<file path="config.mk">
export PLATFORM = sky130hd
export DESIGN_NAME = ptw_walker
export DESIGN_NICKNAME = d
export VERILOG_FILES = /design/src/rtl/ptw_pkg.sv /design/src/rtl/ptw_desc_decode.sv /design/src/rtl/ptw_fault_status.sv /design/src/rtl/ptw_walker.sv
export SDC_FILE = /design/constraint.sdc
export NUM_CORES = 1
export LEC_CHECK = 0
export CELL_PAD_IN_SITES_DETAIL_PLACEMENT = 0
export CELL_PAD_IN_SITES_GLOBAL_PLACEMENT = 1
export CORE_UTILIZATION = 37
export DETAILED_ROUTE_END_ITERATION = 6
export PLACE_DENSITY_LB_ADDON = 0.1
export SYNTH_ARGS = -nofsm -noshare
export SYNTH_HDL_FRONTEND = slang
export SYNTH_HIERARCHICAL = 1
export SYNTH_SLANG_ARGS = --single-unit
</file>
<file path="constraint.sdc">
create_clock -name clk -period 3.4 [get_ports clk]
set_input_delay 0.85 -clock clk [delete_from_list [all_inputs] [get_ports clk]]
set_output_delay 0.85 -clock clk [all_outputs]
set_load 0.01 [all_outputs]
</file>
<file path="src/rtl/ptw_pkg.sv">
package ptw_pkg;

    localparam int ADDR_W         = 32;
    localparam int TTB_ALIGN_BITS = 14;
    localparam int L1_IDX_LSB     = 20;
    localparam int L2_IDX_LSB     = 12;
    localparam int L2_IDX_W       = L1_IDX_LSB - L2_IDX_LSB;
    localparam int COARSE_LSB     = 10;
    localparam int IRQ_W          = 2;
    localparam int FAULT_BIT      = 1;

    typedef enum logic [1:0] {
        PG_4K  = 2'd0,
        PG_64K = 2'd1,
        PG_1M  = 2'd2,
        PG_16M = 2'd3
    } pg_size_e;

    typedef enum logic [1:0] {
        K_FAULT  = 2'd0,
        K_COARSE = 2'd1,
        K_LEAF   = 2'd2
    } desc_kind_e;

    typedef enum logic [2:0] {
        ST_IDLE, ST_L1_REQ, ST_L1_WAIT, ST_L2_REQ, ST_L2_WAIT, ST_DONE, ST_FAULT
    } walk_state_e;

    typedef struct packed {
        logic [ADDR_W-1:0] pa_base;
        pg_size_e          size;
        logic              endian;
        logic [1:0]        elem;
        logic              mixed;
    } xlat_t;

    function automatic logic [ADDR_W-1:0] page_mask(input pg_size_e sz);
        case (sz)
            PG_4K:   page_mask = {{(ADDR_W-12){1'b1}}, 12'd0};
            PG_64K:  page_mask = {{(ADDR_W-16){1'b1}}, 16'd0};
            PG_1M:   page_mask = {{(ADDR_W-20){1'b1}}, 20'd0};
            default: page_mask = {{(ADDR_W-24){1'b1}}, 24'd0};
        endcase
    endfunction

    function automatic logic [ADDR_W-1:0] l1_addr(input logic [ADDR_W-1:0] base,
                                                  input logic [ADDR_W-1:0] va);
        logic [ADDR_W-1:0] aligned;
        aligned = base & {{(ADDR_W-TTB_ALIGN_BITS){1'b1}}, {TTB_ALIGN_BITS{1'b0}}};
        l1_addr = aligned | {{(L1_IDX_LSB-2){1'b0}}, va[ADDR_W-1:L1_IDX_LSB], 2'b00};
    endfunction

    function automatic logic [ADDR_W-1:0] l2_addr(input logic [ADDR_W-1:0] desc,
                                                  input logic [ADDR_W-1:0] va);
        logic [ADDR_W-1:0] cbase;
        cbase = desc & {{(ADDR_W-COARSE_LSB){1'b1}}, {COARSE_LSB{1'b0}}};
        l2_addr = cbase | {{(ADDR_W-L2_IDX_W-2){1'b0}}, va[L1_IDX_LSB-1:L2_IDX_LSB], 2'b00};
    endfunction

endpackage

</file>
<file path="src/rtl/ptw_desc_decode.sv">
module ptw_desc_decode
    import ptw_pkg::*;
#(
    parameter int LEVEL = 1
) (
    input  logic [ADDR_W-1:0] desc,
    output desc_kind_e        kind,
    output xlat_t             xl
);

    generate
        if (LEVEL == 1) begin : g_first
            always_comb begin
                xl        = '0;
                kind      = K_FAULT;
                xl.size   = desc[18] ? PG_16M : PG_1M;
                xl.endian = desc[15];
                xl.elem   = desc[11:10];
                xl.mixed  = desc[17];
                xl.pa_base = desc & page_mask(xl.size);
                case (desc[1:0])
                    2'b01:   kind = K_COARSE;
                    2'b10:   kind = K_LEAF;
                    default: kind = K_FAULT;
                endcase
            end
        end else begin : g_second
            always_comb begin
                xl        = '0;
                xl.size   = desc[1] ? PG_4K : PG_64K;
                xl.endian = desc[9];
                xl.elem   = desc[5:4];
                xl.mixed  = desc[11];
                xl.pa_base = desc & page_mask(xl.size);
                kind      = (desc[1] || desc[0]) ? K_LEAF : K_FAULT;
            end
        end
    endgenerate

endmodule

</file>
<file path="src/rtl/ptw_fault_status.sv">
module ptw_fault_status
    import ptw_pkg::*;
(
    input  logic              clk,
    input  logic              rst,
    input  logic              fault_set,
    input  logic [ADDR_W-1:0] fault_va,
    input  logic [IRQ_W-1:0]  clr,
    input  logic [IRQ_W-1:0]  en,
    output logic [IRQ_W-1:0]  status,
    output logic [ADDR_W-1:0] fault_addr,
    output logic              irq
);

    logic [IRQ_W-1:0] set_vec;

    always_comb begin
        set_vec            = '0;
        set_vec[FAULT_BIT] = fault_set;
    end

    always_ff @(posedge clk) begin
        if (rst) begin
            status     <= '0;
            fault_addr <= '0;
        end else begin
            status <= (status & ~clr) | set_vec;
            if (fault_set) fault_addr <= fault_va;
        end
    end

    assign irq = |(status & en);

    a_r6_fault_latched: assert property (@(posedge clk) disable iff (rst)
        fault_set |=> (status[FAULT_BIT] && fault_addr == $past(fault_va)));

    a_r7_w1c_clears: assert property (@(posedge clk) disable iff (rst)
        (clr[FAULT_BIT] && !fault_set) |=> !status[FAULT_BIT]);

    a_r7_sticky: assert property (@(posedge clk) disable iff (rst)
        (!clr[FAULT_BIT] && !fault_set) |=> $stable(status[FAULT_BIT]));

endmodule

</file>
<file path="src/rtl/ptw_walker.sv">
module ptw_walker
    import ptw_pkg::*;
(
    input  logic        clk,
    input  logic        rst,
    input  logic        walk_en,
    input  logic        walk_start,
    input  logic [31:0] walk_va,
    input  logic [31:0] ttb,
    output logic        mem_req,
    output logic [31:0] mem_addr,
    input  logic        mem_rvalid,
    input  logic [31:0] mem_rdata,
    output logic        busy,
    output logic        refill_valid,
    output logic [31:0] refill_pa,
    output logic [1:0]  refill_size,
    output logic        refill_endian,
    output logic [1:0]  refill_elem,
    output logic        refill_mixed,
    input  logic [1:0]  irq_clr,
    input  logic [1:0]  irq_en,
    output logic [1:0]  irq_status,
    output logic [31:0] fault_addr,
    output logic        irq
);

    walk_state_e       state_q;
    logic [ADDR_W-1:0] va_q;
    logic [ADDR_W-1:0] addr_q;
    xlat_t             res_q;

    desc_kind_e l1_kind, l2_kind;
    xlat_t      l1_xl, l2_xl;

    ptw_desc_decode #(.LEVEL(1)) u_dec_l1 (.desc(mem_rdata), .kind(l1_kind), .xl(l1_xl));
    ptw_desc_decode #(.LEVEL(2)) u_dec_l2 (.desc(mem_rdata), .kind(l2_kind), .xl(l2_xl));

    always_ff @(posedge clk) begin
        if (rst) begin
            state_q <= ST_IDLE;
            va_q    <= '0;
            addr_q  <= '0;
            res_q   <= '0;
        end else begin
            case (state_q)
                ST_IDLE: if (walk_start && walk_en) begin
                    va_q    <= walk_va;
                    addr_q  <= l1_addr(ttb, walk_va);
                    state_q <= ST_L1_REQ;
                end
                ST_L1_REQ: state_q <= ST_L1_WAIT;
                ST_L1_WAIT: if (mem_rvalid) begin
                    case (l1_kind)
                        K_LEAF: begin
                            res_q   <= l1_xl;
                            state_q <= ST_DONE;
                        end
                        K_COARSE: begin
                            addr_q  <= l2_addr(mem_rdata, va_q);
                            state_q <= ST_L2_REQ;
                        end
                        default: state_q <= ST_FAULT;
                    endcase
                end
                ST_L2_REQ: state_q <= ST_L2_WAIT;
                ST_L2_WAIT: if (mem_rvalid) begin
                    if (l2_kind == K_LEAF) begin
                        res_q   <= l2_xl;
                        state_q <= ST_DONE;
                    end else begin
                        state_q <= ST_FAULT;
                    end
                end
                default: state_q <= ST_IDLE;
            endcase
        end
    end

    assign mem_req       = (state_q == ST_L1_REQ) || (state_q == ST_L2_REQ);
    assign mem_addr      = addr_q;
    assign busy          = (state_q != ST_IDLE);
    assign refill_valid  = (state_q == ST_DONE);
    assign refill_pa     = res_q.pa_base;
    assign refill_size   = res_q.size;
    assign refill_endian = res_q.endian;
    assign refill_elem   = res_q.elem;
    assign refill_mixed  = res_q.mixed;

    ptw_fault_status u_status (
        .clk       (clk),
        .rst       (rst),
        .fault_set (state_q == ST_FAULT),
        .fault_va  (va_q),
        .clr       (irq_clr),
        .en        (irq_en),
        .status    (irq_status),
        .fault_addr(fault_addr),
        .irq       (irq)
    );

    a_r1_disabled_stays_idle: assert property (@(posedge clk) disable iff (rst)
        (!busy && !walk_en) |=> !busy);

    a_r8_req_single_cycle: assert property (@(posedge clk) disable iff (rst)
        mem_req |=> !mem_req);

    a_r9_refill_after_return: assert property (@(posedge clk) disable iff (rst)
        refill_valid |-> $past(mem_rvalid));

    a_r3_base_aligned: assert property (@(posedge clk) disable iff (rst)
        refill_valid |-> ((refill_pa & ~page_mask(pg_size_e'(refill_size))) == '0));

endmodule

</file>
==> impl_metrics.py <==
metrics = {
    "setup_path": {
        "worst-endpoint-arrival_ns": 1.96,
        "critical_path.endpoint_type": "output port",
        "worstPathMaxFanout": 1,
        "r2r_slack_ns": 0.96,
        "timing.critical_path.required_ns": 2.55,
        "timing.setup.critical_path_class": "in2out",
        "startpoint_type": "input port",
    },
    "floorplan": {
        "fp.dieArea_um2": 17600,
        "floorplan.core_area_um2": 16600,
        "placement_rows": 47,
        "top_level_port_count": 213,
        "initial_core_utilization_pct": 38.0,
        "die_width_um": 133,
        "floorplan.die.height_um": 133,
    },
    "sta": {
        "finalWorstSetupSlack_ns": 0.594,
        "finalHoldViolCount": 0,
        "setup_tns_ns": 0,
        "final_max_slew_viol_count": 0,
        "worst_slew_pin_tran_ns": 0.613,
        "max-slew-margin-rel_pct": 59.2,
        "post-route-min-period_ns": 2.81,
        "unrepaired_setup_endpoints_after_global_routing": "false",
        "max_freq_mhz": 356,
        "clock-skew-final_ns": 0.00655,
        "part_of_the_cycle_the_worst_path_needs_pct": 82.5,
        "final_setup_violation_count": 0,
    },
    "synth": {
        "synthDistinctLibCells": 35,
        "yosysTopAreaCell": "sky130_fd_sc_hd__dfxtp_1",
        "asyncSetResetFlopFracSynth_pct": 0,
        "ys.warnings.count": 6,
        "synth_top_family_by_area": "multiplexers",
        "synth_adder_area_share_pct": 0.792,
        "synth_area_per_cell_um2": 9.24,
        "gate_count_of_the_mapped_netlist": 684,
        "synth_flop_cell": "sky130_fd_sc_hd__dfxtp_1",
        "ys_ff_latch": 137,
        "compound_gate_portion_of_the_synthesized_area_pct": 12.8,
        "synth_xor_area_share_pct": 0,
        "synth.area.top_cells": "sky130_fd_sc_hd__dfxtp_1 43%, sky130_fd_sc_hd__mux2i_1 16%, sky130_fd_sc_hd__buf_4 9.1%",
        "synth_enable_flop_cells": 0,
        "post_synth_and_or_nand_nor_area_fraction_pct": 13.2,
        "muxShareOfSynthArea_pct": 15.8,
        "netlist_area_um2": 6320,
        "yosysTopAreaCellShare_pct": 43.4,
        "synth.yosys.seq_area_share_pct": 43.4,
    },
    "clocking": {
        "cts_buffer_depth": 2,
        "htree_levels": 4,
        "clock_tree_from_tritoncts": "built",
        "clock-root-buffer": "sky130_fd_sc_hd__clkbuf_16",
        "cts_repair_resize_count": 0,
        "clock_latency_ns": 0.42,
        "cts_hold_buffers": 0,
        "tritoncts.num_buffers": 17,
        "clk_transition_reported_paths_ns": 0.05,
        "cts_post_setup_buffers_inserted": 0,
        "cts.sinks": 137,
    },
    "placement": {
        "detailed_place_hpwl_um": 11000,
        "place_worst_setup_slack_ns": 0.393,
        "place_inst": 1019,
        "globalplace.congestion": 0.744,
        "port_buffers": 191,
    },
    "power": {
        "power-per-cell-area_nw_per_um2": 475,
        "vdd_ir_max_mv": 0.328,
        "total_leakage_power_nw": 2.90,
    },
    "cells_and_area": {
        "finalNetCount": 927,
        "number_of_antenna_diodes": 0,
        "post_route_cells_drive_above_1_share_pct": 8.07,
        "post_layout_nonfiller_instances": 1050,
        "flow.area_growth_from_synthesis_pct": 35.6,
    },
    "global_route": {
        "grt_first_pass_wirelength_um": 24700,
        "grt_max_degree": 60,
        "grt_pass1_vias": 4779,
        "antenna_violations_before_repair": 0,
        "globalRouteOverflowTotal": 0,
        "grt_overall_usage_pct": 18.2,
    },
    "drt": {
        "detailedRoute.firstPassIterationCount": 4,
        "routed-wl-met3_um": 847,
        "detail_route.drc_violations": 0,
        "post_drt_wl_per_cell_um": 15.0,
        "route.vias.total": 4926,
        "ant_nets": 0,
        "drt-total-wl_um": 15700,
        "routedLengthMet1_um": 6950,
        "met2WireLength_um": 7510,
        "top_layer": "met4",
        "avgViaCountPerCell": 4.69,
        "drt_first_iter_violations": 142,
    },
    "min_path": {
        "hold_class": "reg2reg",
    },
    "flow_run": {
        "cap_viol_max_count": 0,
    },
    "outcome": {
        "status": "complete, no violations",
    },
}
cells by family (layout without fill, tap and decap cells):
kind of cell / after synthesis / in the layout
AND/OR/NAND/NOR: 198 / 198
multiplexers: 100 / 100
other: 4 / 37
buffers and inverters: 130 / 243
adder cells (fa/ha/maj): 4 / 4
AO/OA/AOI/OAI: 111 / 111
flip-flops: 137 / 137
registers in the layout, indices dropped and copies added, names as in the netlist:
register             count
refill_elem              2
u_status/fault_addr     32
state_q                  3
refill_mixed             1
refill_size              2
mem_addr                30
u_status/status          2
va_q                    32
refill_endian            1
refill_pa               32
synth_stat cells (2+ instances only):
| cell | instances |
|---|---|
| sky130_fd_sc_hd__a211oi_1 | 59 |
| sky130_fd_sc_hd__a211oi_2 | 10 |
| sky130_fd_sc_hd__a21oi_1 | 34 |
| sky130_fd_sc_hd__a221oi_1 | 2 |
| sky130_fd_sc_hd__and2_2 | 4 |
| sky130_fd_sc_hd__buf_12 | 3 |
| sky130_fd_sc_hd__buf_2 | 22 |
| sky130_fd_sc_hd__buf_4 | 77 |
| sky130_fd_sc_hd__buf_6 | 2 |
| sky130_fd_sc_hd__clkbuf_1 | 19 |
| sky130_fd_sc_hd__conb_1 | 4 |
| sky130_fd_sc_hd__dfxtp_1 | 137 |
| sky130_fd_sc_hd__ha_1 | 4 |
| sky130_fd_sc_hd__inv_1 | 7 |
| sky130_fd_sc_hd__mux2i_1 | 100 |
| sky130_fd_sc_hd__nand2_1 | 67 |
| sky130_fd_sc_hd__nand2b_1 | 3 |
| sky130_fd_sc_hd__nor2_1 | 105 |
| sky130_fd_sc_hd__nor2b_1 | 6 |
| sky130_fd_sc_hd__nor3b_1 | 4 |
cell type report:
type / instances / area, um^2
clock buffer: 19 / 453
fill: 1586 / 8070
multi-input combinational: 450 / 2860
inverter: 7 / 26.3
tap: 220 / 275
sequential: 137 / 2740
timing repair buffer: 205 / 2060
clock inverter: 12 / 149
per-stage QoR:
step                      util (%)  hold WS (ns)  total power [mW]  cell area [um^2]
final                         51.5         0.454              4.07              8570
after global routing          51.5         0.477              4.24              8570
after CTS                     51.5         0.457              4.13              8570
after detailed placement      47.9         0.449              2.23              7970
after global placement        47.9         0.442              2.22              7970
after floorplan                  -         0.436              2.03              6440
power breakdown:
group | internal (mW) | leakage, nW | total (mW) | switching [mW]
logic | 0.257 | 1.51 | 0.484 | 0.227
clock network | 1.18 | 0.287 | 1.88 | 0.697
registers | 1.67 | 1.11 | 1.71 | 0.0400
total | 3.11 | 2.90 | 4.07 | 0.964
worst paths after layout:
check             depth (start not counted)            to        from
hold reg to reg                           2      va_q[31]    va_q[31]
hold / removal                            2      va_q[31]    va_q[31]
setup reg to reg                          6  mem_addr[22]  state_q[1]
setup / recovery                          3           irq   irq_en[0]
layer usage:
layer	global-route usage [%]	vias to the layer above
met5	0	-
met4	9.00	0
met3	4.52	34
met2	30.6	152
met1	21.5	2241
li1	-	2499
critical path, cell delays in order:
cell	delay, ns
sky130_fd_sc_hd__clkdlybuf4s50_1	0.46
sky130_fd_sc_hd__a22o_1	0.13
sky130_fd_sc_hd__clkdlybuf4s50_1	0.52
placed cells by master, fill, tap and decap left out, types with 2 or more instances in the layout:
master                            count
sky130_fd_sc_hd__nor2b_1              6
sky130_fd_sc_hd__buf_4               11
sky130_fd_sc_hd__nor3b_2              2
sky130_fd_sc_hd__and2_2               4
sky130_fd_sc_hd__clkinvlp_4           4
sky130_fd_sc_hd__and2_1               2
sky130_fd_sc_hd__nor2_1             104
sky130_fd_sc_hd__a221oi_1             2
sky130_fd_sc_hd__a21oi_1             34
sky130_fd_sc_hd__dfxtp_1            137
sky130_fd_sc_hd__conb_1              37
sky130_fd_sc_hd__nand2b_1             3
sky130_fd_sc_hd__a211oi_1            59
sky130_fd_sc_hd__bufinv_16            3
sky130_fd_sc_hd__nand2_1             67
sky130_fd_sc_hd__clkbuf_8             2
sky130_fd_sc_hd__buf_12               4
sky130_fd_sc_hd__inv_1                7
sky130_fd_sc_hd__a211oi_2            10
sky130_fd_sc_hd__ha_1                 4
sky130_fd_sc_hd__clkbuf_16           17
sky130_fd_sc_hd__mux2i_1            100
sky130_fd_sc_hd__clkdlybuf4s50_1    190
sky130_fd_sc_hd__nor3b_1              2
sky130_fd_sc_hd__clkinv_2             4
(Power assumes the default switching activity.)
